==> src/rtl/tisr_pkg.sv <==
package tisr_pkg;
    typedef enum logic {
        LM_NORMAL = 1'b0,
        LM_LEGACY = 1'b1
    } leg_state_e;
endpackage

==> src/rtl/tisr_chan.sv <==
module tisr_chan (
    input  logic clk,
    input  logic rst_n,
    input  logic fire,
    input  logic en,
    input  logic level,
    input  logic clr,
    output logic status_q,
    output logic pulse_q,
    output logic active
);
    logic set_lvl;
    logic set_edge;

    always_comb begin
        set_lvl  = fire && level;
        set_edge = fire && !level;
    end

    always_ff @(posedge clk or negedge rst_n) begin
        if (!rst_n) begin
            status_q <= 1'b0;
            pulse_q  <= 1'b0;
        end else if (!en) begin
            status_q <= 1'b0;
            pulse_q  <= 1'b0;
        end else begin
            status_q <= (status_q && !clr) || set_lvl;
            pulse_q  <= set_edge;
        end
    end

    assign active = status_q || pulse_q;


    level_sets_chk: assert property (@(posedge clk) disable iff (!rst_n)
        (fire && en && level) |=> status_q);


    edge_no_status_chk: assert property (@(posedge clk) disable iff (!rst_n)
        (fire && en && !level && !status_q) |=> !status_q);


    clear_works_chk: assert property (@(posedge clk) disable iff (!rst_n)
        (clr && !(fire && level)) |=> !status_q);


    disabled_quiet_chk: assert property (@(posedge clk) disable iff (!rst_n)
        !en |=> !active);
endmodule

==> src/rtl/tisr_legacy_ctl.sv <==
module tisr_legacy_ctl
    import tisr_pkg::*;
(
    input  logic clk,
    input  logic rst_n,
    input  logic legacy_req,
    input  logic pit_src,
    input  logic rtc_src,
    output logic in_legacy,
    output logic pit_enable,
    output logic ext_a,
    output logic ext_b
);
    leg_state_e state_q;
    leg_state_e state_d;
    logic       pit_q;
    logic       rtc_q;

    always_comb begin
        state_d = state_q;
        unique case (state_q)
            LM_NORMAL: if (legacy_req)  state_d = LM_LEGACY;  // TAKEOVER
            LM_LEGACY: if (!legacy_req) state_d = LM_NORMAL;  // RELEASE
            default:                    state_d = LM_NORMAL;
        endcase
    end

    always_ff @(posedge clk or negedge rst_n) begin
        if (!rst_n) begin
            state_q <= LM_NORMAL;
            pit_q   <= 1'b0;
            rtc_q   <= 1'b0;
        end else begin
            state_q <= state_d;
            pit_q   <= pit_src;
            rtc_q   <= rtc_src;
        end
    end

    always_comb begin
        in_legacy  = 1'b0;
        pit_enable = 1'b1;
        ext_a      = 1'b0;
        ext_b      = 1'b0;
        unique case (state_q)
            LM_NORMAL: begin
                ext_a = pit_q;
                ext_b = rtc_q;
            end
            LM_LEGACY: begin
                in_legacy  = 1'b1;
                pit_enable = 1'b0;
            end
            default: ;
        endcase
    end


    takeover_pit_chk: assert property (@(posedge clk) disable iff (!rst_n)
        $rose(legacy_req) |=> (!pit_enable && !ext_a && !ext_b));


    release_rtc_chk: assert property (@(posedge clk) disable iff (!rst_n)
        $fell(legacy_req) |=> (pit_enable && (ext_b == $past(rtc_src))));


    normal_pass_chk: assert property (@(posedge clk) disable iff (!rst_n)
        (!legacy_req) |=> (ext_a == $past(pit_src)));
endmodule

==> src/rtl/tisr_line_map.sv <==
module tisr_line_map #(
    parameter int N_CH       = 4,
    parameter int N_LINES    = 24,
    parameter int LOW_BASE   = 16,
    parameter int LEG_LINE_A = 0,
    parameter int LEG_LINE_B = 8,
    localparam int RW        = $clog2(N_LINES)
) (
    input  logic [N_CH-1:0]    active,
    input  logic [N_CH*RW-1:0] routes,
    input  logic               in_legacy,
    input  logic               ext_a,
    input  logic               ext_b,
    output logic [N_LINES-1:0] lines
);
    logic [RW-1:0]      eff [N_CH];
    logic [N_LINES-1:0] asrt;

    always_comb begin
        for (int c = 0; c < N_CH; c++) begin
            if (in_legacy && c == 0)      eff[c] = RW'(LEG_LINE_A);
            else if (in_legacy && c == 1) eff[c] = RW'(LEG_LINE_B);
            else                          eff[c] = routes[c*RW +: RW];
        end
    end

    always_comb begin
        asrt = '0;
        for (int l = 0; l < N_LINES; l++) begin
            for (int c = 0; c < N_CH; c++) begin
                if (32'(eff[c]) == l && active[c]) asrt[l] = 1'b1;
            end
        end
        asrt[LEG_LINE_A] = asrt[LEG_LINE_A] | ext_a;
        asrt[LEG_LINE_B] = asrt[LEG_LINE_B] | ext_b;
    end

    for (genvar l = 0; l < N_LINES; l++) begin : g_pol
        if (l >= LOW_BASE) begin : g_low
            assign lines[l] = ~asrt[l];
        end else begin : g_high
            assign lines[l] = asrt[l];
        end
    end
endmodule

==> src/rtl/irq_status_router.sv <==
module irq_status_router #(
    parameter int N_CH       = 4,
    parameter int N_LINES    = 24,
    parameter int LOW_BASE   = 16,
    parameter int LEG_LINE_A = 0,
    parameter int LEG_LINE_B = 8,
    localparam int RW        = $clog2(N_LINES)
) (
    input  logic               clk,
    input  logic               rst_n,
    input  logic [N_CH-1:0]    fire,
    input  logic [N_CH-1:0]    ch_en,
    input  logic [N_CH-1:0]    ch_level,
    input  logic [N_CH*RW-1:0] ch_route,
    input  logic               glb_en,
    input  logic               legacy_mode,
    input  logic               pit_in,
    input  logic               rtc_in,
    input  logic               status_wr,
    input  logic [N_CH-1:0]    status_wdata,
    output logic [N_LINES-1:0] irq_lines,
    output logic [N_CH-1:0]    status,
    output logic               pit_enable
);
    logic [N_CH-1:0] active;
    logic [N_CH-1:0] pulse;
    logic            in_legacy;
    logic            ext_a;
    logic            ext_b;

    for (genvar c = 0; c < N_CH; c++) begin : g_ch
        tisr_chan u_chan (
            .clk      (clk),
            .rst_n    (rst_n),
            .fire     (fire[c]),
            .en       (ch_en[c] && glb_en),
            .level    (ch_level[c]),
            .clr      (status_wr && status_wdata[c]),
            .status_q (status[c]),
            .pulse_q  (pulse[c]),
            .active   (active[c])
        );
    end

    tisr_legacy_ctl u_leg (
        .clk        (clk),
        .rst_n      (rst_n),
        .legacy_req (legacy_mode),
        .pit_src    (pit_in),
        .rtc_src    (rtc_in),
        .in_legacy  (in_legacy),
        .pit_enable (pit_enable),
        .ext_a      (ext_a),
        .ext_b      (ext_b)
    );

    tisr_line_map #(
        .N_CH       (N_CH),
        .N_LINES    (N_LINES),
        .LOW_BASE   (LOW_BASE),
        .LEG_LINE_A (LEG_LINE_A),
        .LEG_LINE_B (LEG_LINE_B)
    ) u_map (
        .active    (active),
        .routes    (ch_route),
        .in_legacy (in_legacy),
        .ext_a     (ext_a),
        .ext_b     (ext_b),
        .lines     (irq_lines)
    );


    legacy_ch0_route_chk: assert property (@(posedge clk) disable iff (!rst_n)
        (in_legacy && status[0]) |-> irq_lines[LEG_LINE_A]);


    legacy_ch1_route_chk: assert property (@(posedge clk) disable iff (!rst_n)
        (in_legacy && status[1]) |-> irq_lines[LEG_LINE_B]);

    for (genvar l = LOW_BASE; l < N_LINES; l++) begin : g_idle_chk

        low_line_idle_chk: assert property (@(posedge clk) disable iff (!rst_n)
            !glb_en |=> irq_lines[l]);
    end
endmodule

==> config.mk <==
export PLATFORM = sky130hd
export DESIGN_NAME = irq_status_router
export DESIGN_NICKNAME = d
export VERILOG_FILES = /design/src/rtl/tisr_pkg.sv /design/src/rtl/tisr_chan.sv /design/src/rtl/tisr_legacy_ctl.sv /design/src/rtl/tisr_line_map.sv /design/src/rtl/irq_status_router.sv
export SDC_FILE = /design/constraint.sdc
export NUM_CORES = 1
export LEC_CHECK = 0
export ABC_AREA = 1
export ABC_CLOCK_PERIOD_IN_PS = 2400
export BUFFER_PORTS_ARGS = -buffer_cell sky130_fd_sc_hd__buf_2
export CORE_MARGIN = 1
export CORE_UTILIZATION = 40
export CTS_CLUSTER_SIZE = 10
export DETAILED_ROUTE_END_ITERATION = 10
export GPL_TIMING_DRIVEN = 0
export PLACE_DENSITY = 0.69
export SYNTH_ARGS = -nofsm -noshare
export SYNTH_HDL_FRONTEND = slang
export SYNTH_SLANG_ARGS = --single-unit
==> constraint.sdc <==
create_clock -name clk -period 2.4 [get_ports clk]
set_clock_uncertainty 0.2 [all_clocks]
set_input_delay 0.6 -clock clk [delete_from_list [all_inputs] [get_ports clk]]
set_output_delay 0.6 -clock clk [all_outputs]
set_load 0.02 [all_outputs]
==> results of run 1 <==
-- stage by stage --
step	cells	power (W)	area (sq um)	hold WS (ns)
floorplan	327	0.0003201	1662	0.1044
global placement	448	0.0004064	2079	0.2665
detailed placement	448	0.0004089	2079	0.2725
CTS	453	0.0005983	2193	0.02528
global route	457	0.0006864	2559	0.03192
finish	457	0.0006449	2559	0.02180
-- layer usage --
metal / track usage (%) / vias up / part of all wire (%)
met2: 43.75 / 119 / 51
li1: - / 1198 / -
met5: 0 / - / 0
met4: 7.979 / 0 / 1.7
met3: 1.884 / 10 / 6.9
met1: 30.71 / 1044 / 41
-- what timing repair did --
item | CTS | global route
setup buffers | 1 | 3
setup endpoints to repair | 24 | 24
gates cloned | 0 | 1
gates resized for setup | 20 | 86
pin swaps | 0 | 15
-- cells by family after synthesis --
kind of cell	after synthesis	share of synthesized area (%)
simple gates	266	69.20
flops	11	16.57
compound gates	11	3.991
buf+inv	39	10.24
-- worst max path at each step --
stage,to,depth (start not counted),slack (ns)
finish,irq_lines[15],9,0.01
global route,irq_lines[18],7,-0.07
CTS,irq_lines[15],7,0.005
detailed placement,irq_lines[17],6,-0.21
global placement,irq_lines[19],6,-0.23
floorplan,irq_lines[0],5,0.25
-- report_power, final --
| group | internal (W) | switching [W] | total, W | leakage [nW] |
|---|---|---|---|---|
| Sequential | 0.000193 | 0.00000693 | 0.000200 | 0.144 |
| Combinational | 0.0000962 | 0.000175 | 0.000271 | 1.11 |
| Clock | 0.000116 | 0.0000584 | 0.000174 | 0.0228 |
| Total | 0.000405 | 0.000240 | 0.000645 | 1.28 |
-- layout by cell type, fill, tap and decap left out, types with 7 or more instances in the layout --
master | Yosys | final
buf_2 | 1 | 56
buf_4 | 4 | 16
buf_6 | 1 | 7
dfrtp_1 | 11 | 10
inv_1 | 32 | 29
nand2_1 | 100 | 93
nand2_2 | 1 | 7
nand3_1 | 54 | 41
nand3_2 | 2 | 15
nor2_1 | 88 | 60
nor2_2 | 3 | 20
nor2_4 | 1 | 12
-- area by class of cell --
type / instances / area, sq um / area share [%]
buffer: 6 / 61.31 / 2.396
clock buffer: 4 / 45.04 / 1.760
inverter: 33 / 126.4 / 4.939
multi-input combinational: 277 / 1504 / 58.78
sequential: 11 / 276.5 / 10.81
tap: 50 / 62.56 / 2.445
timing repair buffer: 76 / 483.0 / 18.88
-- flip-flops by register name (all words and copies together) (netlist names) --
name and flops:
u_leg.state_q 1, u_leg.rtc_q 1, g_ch.u_chan.status_q 4, u_leg.pit_q 1
g_ch.u_chan.pulse_q 4
-- worst reg2reg max path, stage by stage (launching register included) --
cell and delay (ns):
dfrtp_1 0.44, nand4_1 0.12, o21ai_0 0.08
==> results.yml, run 1 <==
outcome:
  outcome: "completed"
global_route:
  grt_overflow: 0
  grt_pass1_vias: 1903
  antenna_found_initial: 0
  track_usage_pct: 24.47
  grt_max_degree: 12
  grt_pass1_wl_mm: 8.224
floorplan:
  fp.coreArea_sq_um: 4000
  rows: 23
  pin_count: 72
  initial_core_util_pct: 41.54
  die_y_um: 66.45
  die_w_um: 66.45
  dieArea_sq_um: 4416
sta:
  relSlewSlack_pct: 77.48
  period_needed_ns: 2.389
  hold_viol: 0
  setup_slack_ns: 0.01061
  setup_violations: 0
  maxSlewViolCount: 0
  finalCritPeriodShare_pct: 99.56
  fin_setup_tns_ns: 0
  rsz0062_at_grt: "yes"
  fmaxAchievable_mhz: 418.5
  tightest_slew_ns: 0.3365
logic_synthesis:
  synth_area_leaders: "nand2_1, nor2_1, dfrtp_1, nand3_1, inv_1"
  synth.most_common_cell: "nand2_1"
  synthFlopType: "dfrtp_1"
  synth_top_area_share_pct: 22.59
  syn_avg_cell_area_sq_um: 5.081
  syn_area_sq_um: 1662
  synth_seq_cells: 11
  ys_async_sr_fraction_pct: 100.0
  synth.top_cells.by_count: "nand2_1, nor2_1, nand3_1, inv_1, dfrtp_1"
  yosysTopAreaCell: "nand2_1"
  synth_edf_count: 0
  synth_cells: 327
  yosysWarnings: 0
  synth.distinct_cells: 22
  syn-num-nets: 370
  ys_seq_area_share_pct: 16.57
routing:
  viasPerCell: 5.188
  first_pass_iters: 4
  vias: 2371
  drtIter0Drc: 244
  drt_wl_total_mm: 5.813
  ant_nets: 0
  drc_errors: 0
  wl_per_cell_um: 12.72
clocking:
  htreeDepth: 1
  cts.path.max_buffers: 2
  cts_tree: "done"
  insertion_delay_ns: 0.23
  cts_buffers: 3
  root_buffer: "clkbuf_8"
  clock_sinks: 11
  clk_pin_slew_worst_paths_ns: 0.04
  cts_hold_buf: 0
finish:
  num-nets-final: 451
  utilization_pct: 63.97
  area_growth_pct: 53.99
  n_antenna_cell: 0
  drive_gt1_share_pct: 39.31
  num-fill-cells: 385
worst_setup_path:
  cp_max_fo: 5
  max_stage_delay_ns: 0.45
  criticalPathCategory: "flop to output port"
  r2r_setup_slack_ns: 1.45
  slowest_stage: "dfrtp_2"
  end_kind: "output port"
  rr_endpoint: "g_ch[2].u_chan.status_q"
  reg2reg_depth: 2
  startpoint_type: "flop"
  r2r-start: "g_ch[2].u_chan.status_q"
  crit_family: "simple AND/OR/NAND/NOR gates"
  crit_required_ns: 1.60
  worstPathArrival_ns: 1.59
  crit_chain: "inv_4 > buf_12 > nand2_4 > inv_2 > nand2_2 > nor2_4 > nand2_1 > nand3b_1 > buf_6"
  crit_buf_inv: 4
  worstSetupStartpoint: "u_leg.state_q"
power_and_ir_drop:
  cellPowerDensity_nw_per_um2: 252.1
  peakVddDrop_mv: 0.2860
  p_leak_nw: 1.277
hold_path:
  hold_class: "input port to async pin"
placement:
  gp_congestion: 0.9366
  hpwl_mm: 4.409
  io_buffers: 71
  dpl_worst_slack_ns: -0.2112
flow_run:
  cap_violations: 0
Power figures use the tool's default switching activity.
==> inputs of run 2 (changes only) <==
ABC_CLOCK_PERIOD_IN_PS = 2500   (was 2400)
clock period = 2.5 ns   (was 2.4 ns; I/O delays follow)
==> run 2 against run 1 <==
  * Sequential power decreased by 5%
  * Power decreased by 9.4%
  * Critical endpoint is now irq_lines[13]
  * Worst hold slack improved by 0.025 ns
  * Clock-buffer cell count unchanged
  * Die area unchanged
  * Global-route usage decreased by 0.11 points
  * Utilization decreased by 6.5 points
  * Critical path type is now input port to output port
==> results.yml, run 2 (same netlist as run 1, synthesis figures left out) <==
power_and_ir_drop:
  p_leak_nw: 1.167
  comb_power_share_pct: 38.7
  switchingPower_w: 0.0002119
  p_int_w: 0.0003724
  clkPwrFrac_pct: 28.6
  sw_frac_of_total_pct: 36.27
  total_power_w: 0.0005843
  cellPowerDensity_nw_per_um2: 254.2
  pwr-share-seq_pct: 32.7
  peakVddDrop_mv: 0.2531
finish:
  fin_cells: 453
  final_common_cell: "nand2_1"
  multi_input_area_sq_um: 1349
  seq_area_sq_um: 276.5
  num-nets-final: 447
  n_antenna_cell: 0
  final_cell_mix: "nand2_1, nor2_1, buf_2"
  area_growth_pct: 38.33
  utilization_pct: 57.46
  drive_gt1_share_pct: 31.51
  reg_top3: "g_ch.u_chan.pulse_q x4, g_ch.u_chan.status_q x4"
  num-fill-cells: 438
worst_setup_path:
  end_kind: "output port"
  cp_max_fo: 6
  reg2reg_depth: 2
  crit_buf_inv: 4
  r2r_setup_slack_ns: 1.58
  rr_endpoint: "g_ch[2].u_chan.status_q"
  slowest_stage: "nor2_1"
  worstPathArrival_ns: 1.61
  crit_chain: "buf_2 > inv_1 > nor2_1 > nand3_1 > nand2_1 > inv_1 > nand3_1 > buf_4"
  max_stage_delay_ns: 0.32
  crit_family: "simple AND/OR/NAND/NOR gates"
  crit_required_ns: 1.67
  criticalPathCategory: "input port to output port"
  startpoint_type: "input port"
  r2r-start: "g_ch[2].u_chan.status_q"
clocking:
  clock_sinks: 11
  cts.path.max_buffers: 2
  clk_pin_slew_worst_paths_ns: 0.04
  insertion_delay_ns: 0.23
  cts_hold_buf: 0
  cts_tree: "done"
  cts_buffers: 3
  htreeDepth: 1
  root_buffer: "clkbuf_8"
floorplan:
  die_w_um: 66.45
  dieArea_sq_um: 4416
  fp.coreArea_sq_um: 4000
  die_y_um: 66.45
  rows: 23
  initial_core_util_pct: 41.54
  pin_count: 72
routing:
  vias: 2284
  wl_per_cell_um: 11.70
  drtIter0Drc: 191
  drc_errors: 0
  drt_wl_total_mm: 5.302
  first_pass_iters: 4
  viasPerCell: 5.042
  ant_nets: 0
sta:
  tightest_slew_ns: 0.4065
  rsz0062_at_grt: "yes"
  hold_viol: 0
  setup_violations: 0
  fin_setup_tns_ns: 0
  finalCritPeriodShare_pct: 97.43
  relSlewSlack_pct: 72.80
  maxSlewViolCount: 0
  fmaxAchievable_mhz: 410.5
  timing.hold.ws_ns: 0.04659
  period_needed_ns: 2.436
outcome:
  outcome: "completed"
placement:
  gp_congestion: 0.9366
  io_buffers: 71
  place_inst: 448
  hpwl_mm: 4.409
global_route:
  grt_pass1_wl_mm: 8.190
  grt_overflow: 0
  antenna_found_initial: 0
  grt_pass1_vias: 1897
  track_usage_pct: 24.36
  grt_max_degree: 12
hold_path:
  hold_class: "input port to async pin"
flow_run:
  cap_violations: 0
run 2: per-stage QoR:
| step | area, sq um | setup slack (ns) |
|---|---|---|
| floorplan | 1662 | 0.2961 |
| global placement | 2079 | -0.1795 |
| detailed placement | 2079 | -0.1612 |
| CTS | 2152 | 0.0006882 |
| global route | 2298 | -0.01356 |
| finish | 2298 | 0.06420 |
run 2: worst max path at each step:
stage                     slack (ns)       endpoint     startpoint  cells past startpoint
after floorplan                 0.30   irq_lines[0]    ch_route[7]                      5
after global placement         -0.18  irq_lines[19]    ch_route[7]                      6
after detailed placement       -0.16  irq_lines[17]    ch_route[7]                      6
after CTS                     0.0007  irq_lines[15]  u_leg.state_q                      7
after global routing           -0.01  irq_lines[13]   ch_route[15]                      8
final                           0.06  irq_lines[13]   ch_route[15]                      8
run 2: timing repair:
| item | in CTS | in global routing |
|---|---|---|
| setup buffers | 0 | 1 |
| pin swaps | 0 | 4 |
| setup endpoints to repair | 21 | 24 |
| gates resized for setup | 8 | 44 |
run 2: layout make-up:
cell class | instances | area share, %
Clock buffer | 4 | 1.960
Inverter | 33 | 5.389
Multi-Input combinational cell | 277 | 58.68
Buffer | 6 | 2.504
Sequential cell | 11 | 12.03
Tap cell | 50 | 2.722
Timing Repair Buffer | 72 | 16.71
run 2: power groups by stage:
| stage | Combinational [W] | Sequential, W | Clock, W |
|---|---|---|---|
| 6_report | 0.000226 | 0.000191 | 0.000167 |
| 5_1_grt | 0.000250 | 0.000192 | 0.000183 |
| 4_1_cts | 0.000204 | 0.000191 | 0.000173 |
| 3_5_place_dp | 0.000200 | 0.000193 | 0 |
| 3_3_place_gp | 0.000197 | 0.000193 | 0 |
| 2_1_floorplan | 0.000116 | 0.000191 | 0 |
run 2: per-layer routing:
layer	global-route usage (%)	part of all wire, %	wire length (um)	vias up
met3	2.055	7.1	379	8
li1	-	-	-	1191
met4	8.245	1.5	78	0
met5	0	0	0	-
met2	43.49	50	2626	94
met1	30.40	42	2218	991
==> inputs of run 3 (changes only) <==
ABC_AREA = unset   (was 1)
PLACE_DENSITY = 0.71   (was 0.69)
==> run 3 against run 2 <==
  * The flow now finishes with violations (negative setup slack)
  * Combinational power rose by 16%
  * Cell count down 26%
  * Global-route usage increased by 5.1 points
  * Register-to-register slack worse by 0.21 ns
  * Flip-flop and latch count unchanged
==> results.yml, run 3 <==
outcome:
  outcome: "finished with violations"
  violations: "negative setup slack"
logic_synthesis:
  syn_avg_cell_area_sq_um: 7.285
  synth.distinct_cells: 46
  synth.top_cells.by_count: "nor2_1, nand2_1, nor3_1, a22oi_1, nand3_1"
  syn_area_sq_um: 1479
  synth_seq_cells: 11
  synth_edf_count: 0
  synth.most_common_cell: "nor2_1"
  synth_top_area_share_pct: 18.61
  syn-num-nets: 246
  yosysWarnings: 0
  synth_area_leaders: "dfrtp_1, a22oi_1, nor3_1, nor2_1, nand2_1"
  yosysTopAreaCell: "dfrtp_1"
  synthFlopType: "dfrtp_1"
  ys_async_sr_fraction_pct: 100.0
  synth_cells: 203
  ys_seq_area_share_pct: 18.61
finish:
  num-fill-cells: 268
  drive_gt1_share_pct: 56.06
  finish.instance_area_sq_um: 2545
  area_growth_pct: 72.08
  reg_top3: "g_ch.u_chan.pulse_q x4, g_ch.u_chan.status_q x4"
  final_common_cell: "buf_2"
  num-nets-final: 333
  n_antenna_cell: 0
  seq_area_sq_um: 281.5
  final_cell_mix: "buf_2, buf_4, nand2_1"
  utilization_pct: 73.94
  multi_input_area_sq_um: 1480
routing:
  viasPerCell: 6.281
  drt_wl_total_mm: 5.741
  first_pass_iters: 4
  vias: 2104
  drtIter0Drc: 177
  ant_nets: 0
  drc_errors: 0
  wl_per_cell_um: 17.14
power_and_ir_drop:
  sw_frac_of_total_pct: 34.35
  p_int_w: 0.0004101
  switchingPower_w: 0.0002145
  cellPowerDensity_nw_per_um2: 245.4
  comb_power_share_pct: 42.0
  pwr-share-seq_pct: 31.0
  peakVddDrop_mv: 0.2785
  clkPwrFrac_pct: 27.0
  p_leak_nw: 1.030
sta:
  finalCritPeriodShare_pct: 107.2
  setup_slack_ns: -0.1792
  fmaxAchievable_mhz: 373.2
  tightest_slew_ns: 0.5537
  hold_viol: 0
  rsz0062_at_grt: "yes"
  relSlewSlack_pct: 62.78
  timing.hold.ws_ns: 0.04985
  period_needed_ns: 2.679
  maxSlewViolCount: 0
  setup_violations: 21
flow_run:
  cap_violations: 0
clocking:
  clock_sinks: 11
  cts_hold_buf: 0
  clk_pin_slew_worst_paths_ns: 0.05
  root_buffer: "clkbuf_8"
  insertion_delay_ns: 0.23
  cts_tree: "done"
  cts.path.max_buffers: 2
  htreeDepth: 1
  cts_buffers: 3
worst_setup_path:
  criticalPathCategory: "flop to output port"
  crit_required_ns: 1.67
  startpoint_type: "flop"
  cp_max_fo: 10
  end_kind: "output port"
  worstPathArrival_ns: 1.85
placement:
  dpl_worst_slack_ns: -0.4442
  placedInstanceArea_sq_um: 1878
  hpwl_mm: 3.994
  gp_congestion: 0.9088
  io_buffers: 66
global_route:
  grt_overflow: 0
  grt_pass1_vias: 1936
  grt_max_degree: 12
  track_usage_pct: 29.46
  antenna_found_initial: 0
  grt_pass1_wl_mm: 9.377
floorplan:
  pin_count: 72
  die_y_um: 62.81
  dieArea_sq_um: 3944
  initial_core_util_pct: 42.97
  rows: 21
  fp.coreArea_sq_um: 3442
  die_w_um: 62.81
hold_path:
  hold_class: "input port to async pin"
## run 3: changes by cell type in the layout (fill, tap and decap cells not counted), sizes merged, moves of 5 or more
cell and change:
nand2 -84, nor2 -71, nand3 -44, inv -28, a22oi +14, buf +13, nor3 +12, nor4 +8
nor3b +7, nand2b +6, o221ai +6, nor2b +5, nor4b +5
## run 3: critical path, stage by stage (launching register included)
cell and delay, ns:
dfrtp_2 0.46, buf_4 0.20, nand3b_1 0.28, nor4_2 0.30, a21oi_1 0.10, o221ai_1 0.09
buf_2 0.19
## run 3: metal layers
layer	global-route usage, %	part of all wire, %
met3	3.285	9.1
met1	37.44	39
met5	0	0
met4	9.593	1.7
met2	51.36	50
## run 3: worst paths after layout
check	from	slack, ns	depth (start not counted)	end
max in group asynchronous	rst_n	1.84	1	g_ch[1].u_chan.pulse_q
max	u_leg.state_q	-0.18	6	irq_lines[7]
max reg2reg	g_ch[0].u_chan.status_q	1.37	3	g_ch[0].u_chan.status_q
min reg2reg	g_ch[1].u_chan.status_q	0.49	2	g_ch[1].u_chan.status_q
min	rst_n	0.05	1	g_ch[2].u_chan.status_q
min in group clk	pit_in	0.30	1	u_leg.pit_q
## run 3: power groups by stage
stage / Clock [W] / Combinational [W] / Sequential (W)
final: 0.000168 / 0.000262 / 0.000194
after global routing: 0.000186 / 0.000280 / 0.000195
after CTS: 0.000175 / 0.000240 / 0.000193
after detailed placement: 0 / 0.000178 / 0.000193
after global placement: 0 / 0.000176 / 0.000193
after floorplan: 0 / 0.000100 / 0.000192
## run 3: what timing repair did
item / 4_1_cts / 5_1_grt
setup endpoints to repair: 24 / 24
buffers inserted: 14 / 3
pin swaps: 21 / 5
resized for setup: 96 / 24
endpoints found under the hold margin: 0 / 0
## run 3: area by class of cell
cell class | count | area share [%]
multi-input combinational | 174 | 58.16
timing repair buffer | 83 | 22.52
sequential | 11 | 11.06
buffer | 12 | 3.491
tap | 46 | 2.262
clock buffer | 4 | 1.770
inverter | 5 | 0.7375
## run 3: cells by family after synthesis
family / Yosys count / synth area share, %
buf+inv: 18 / 5.837
simple gates: 124 / 49.07
compound gates: 50 / 26.48
flops: 11 / 18.61
## run 3: metrics by stage
step | total power, W | setup TNS, ns | instances
final | 0.0006246 | -2.212 | 335
after global routing | 0.0006610 | -3.404 | 335
after CTS | 0.0006081 | -1.607 | 332
after detailed placement | 0.0003714 | -5.931 | 315
after global placement | 0.0003694 | -6.042 | 315
after floorplan | 0.0002920 | -0.02368 | 203
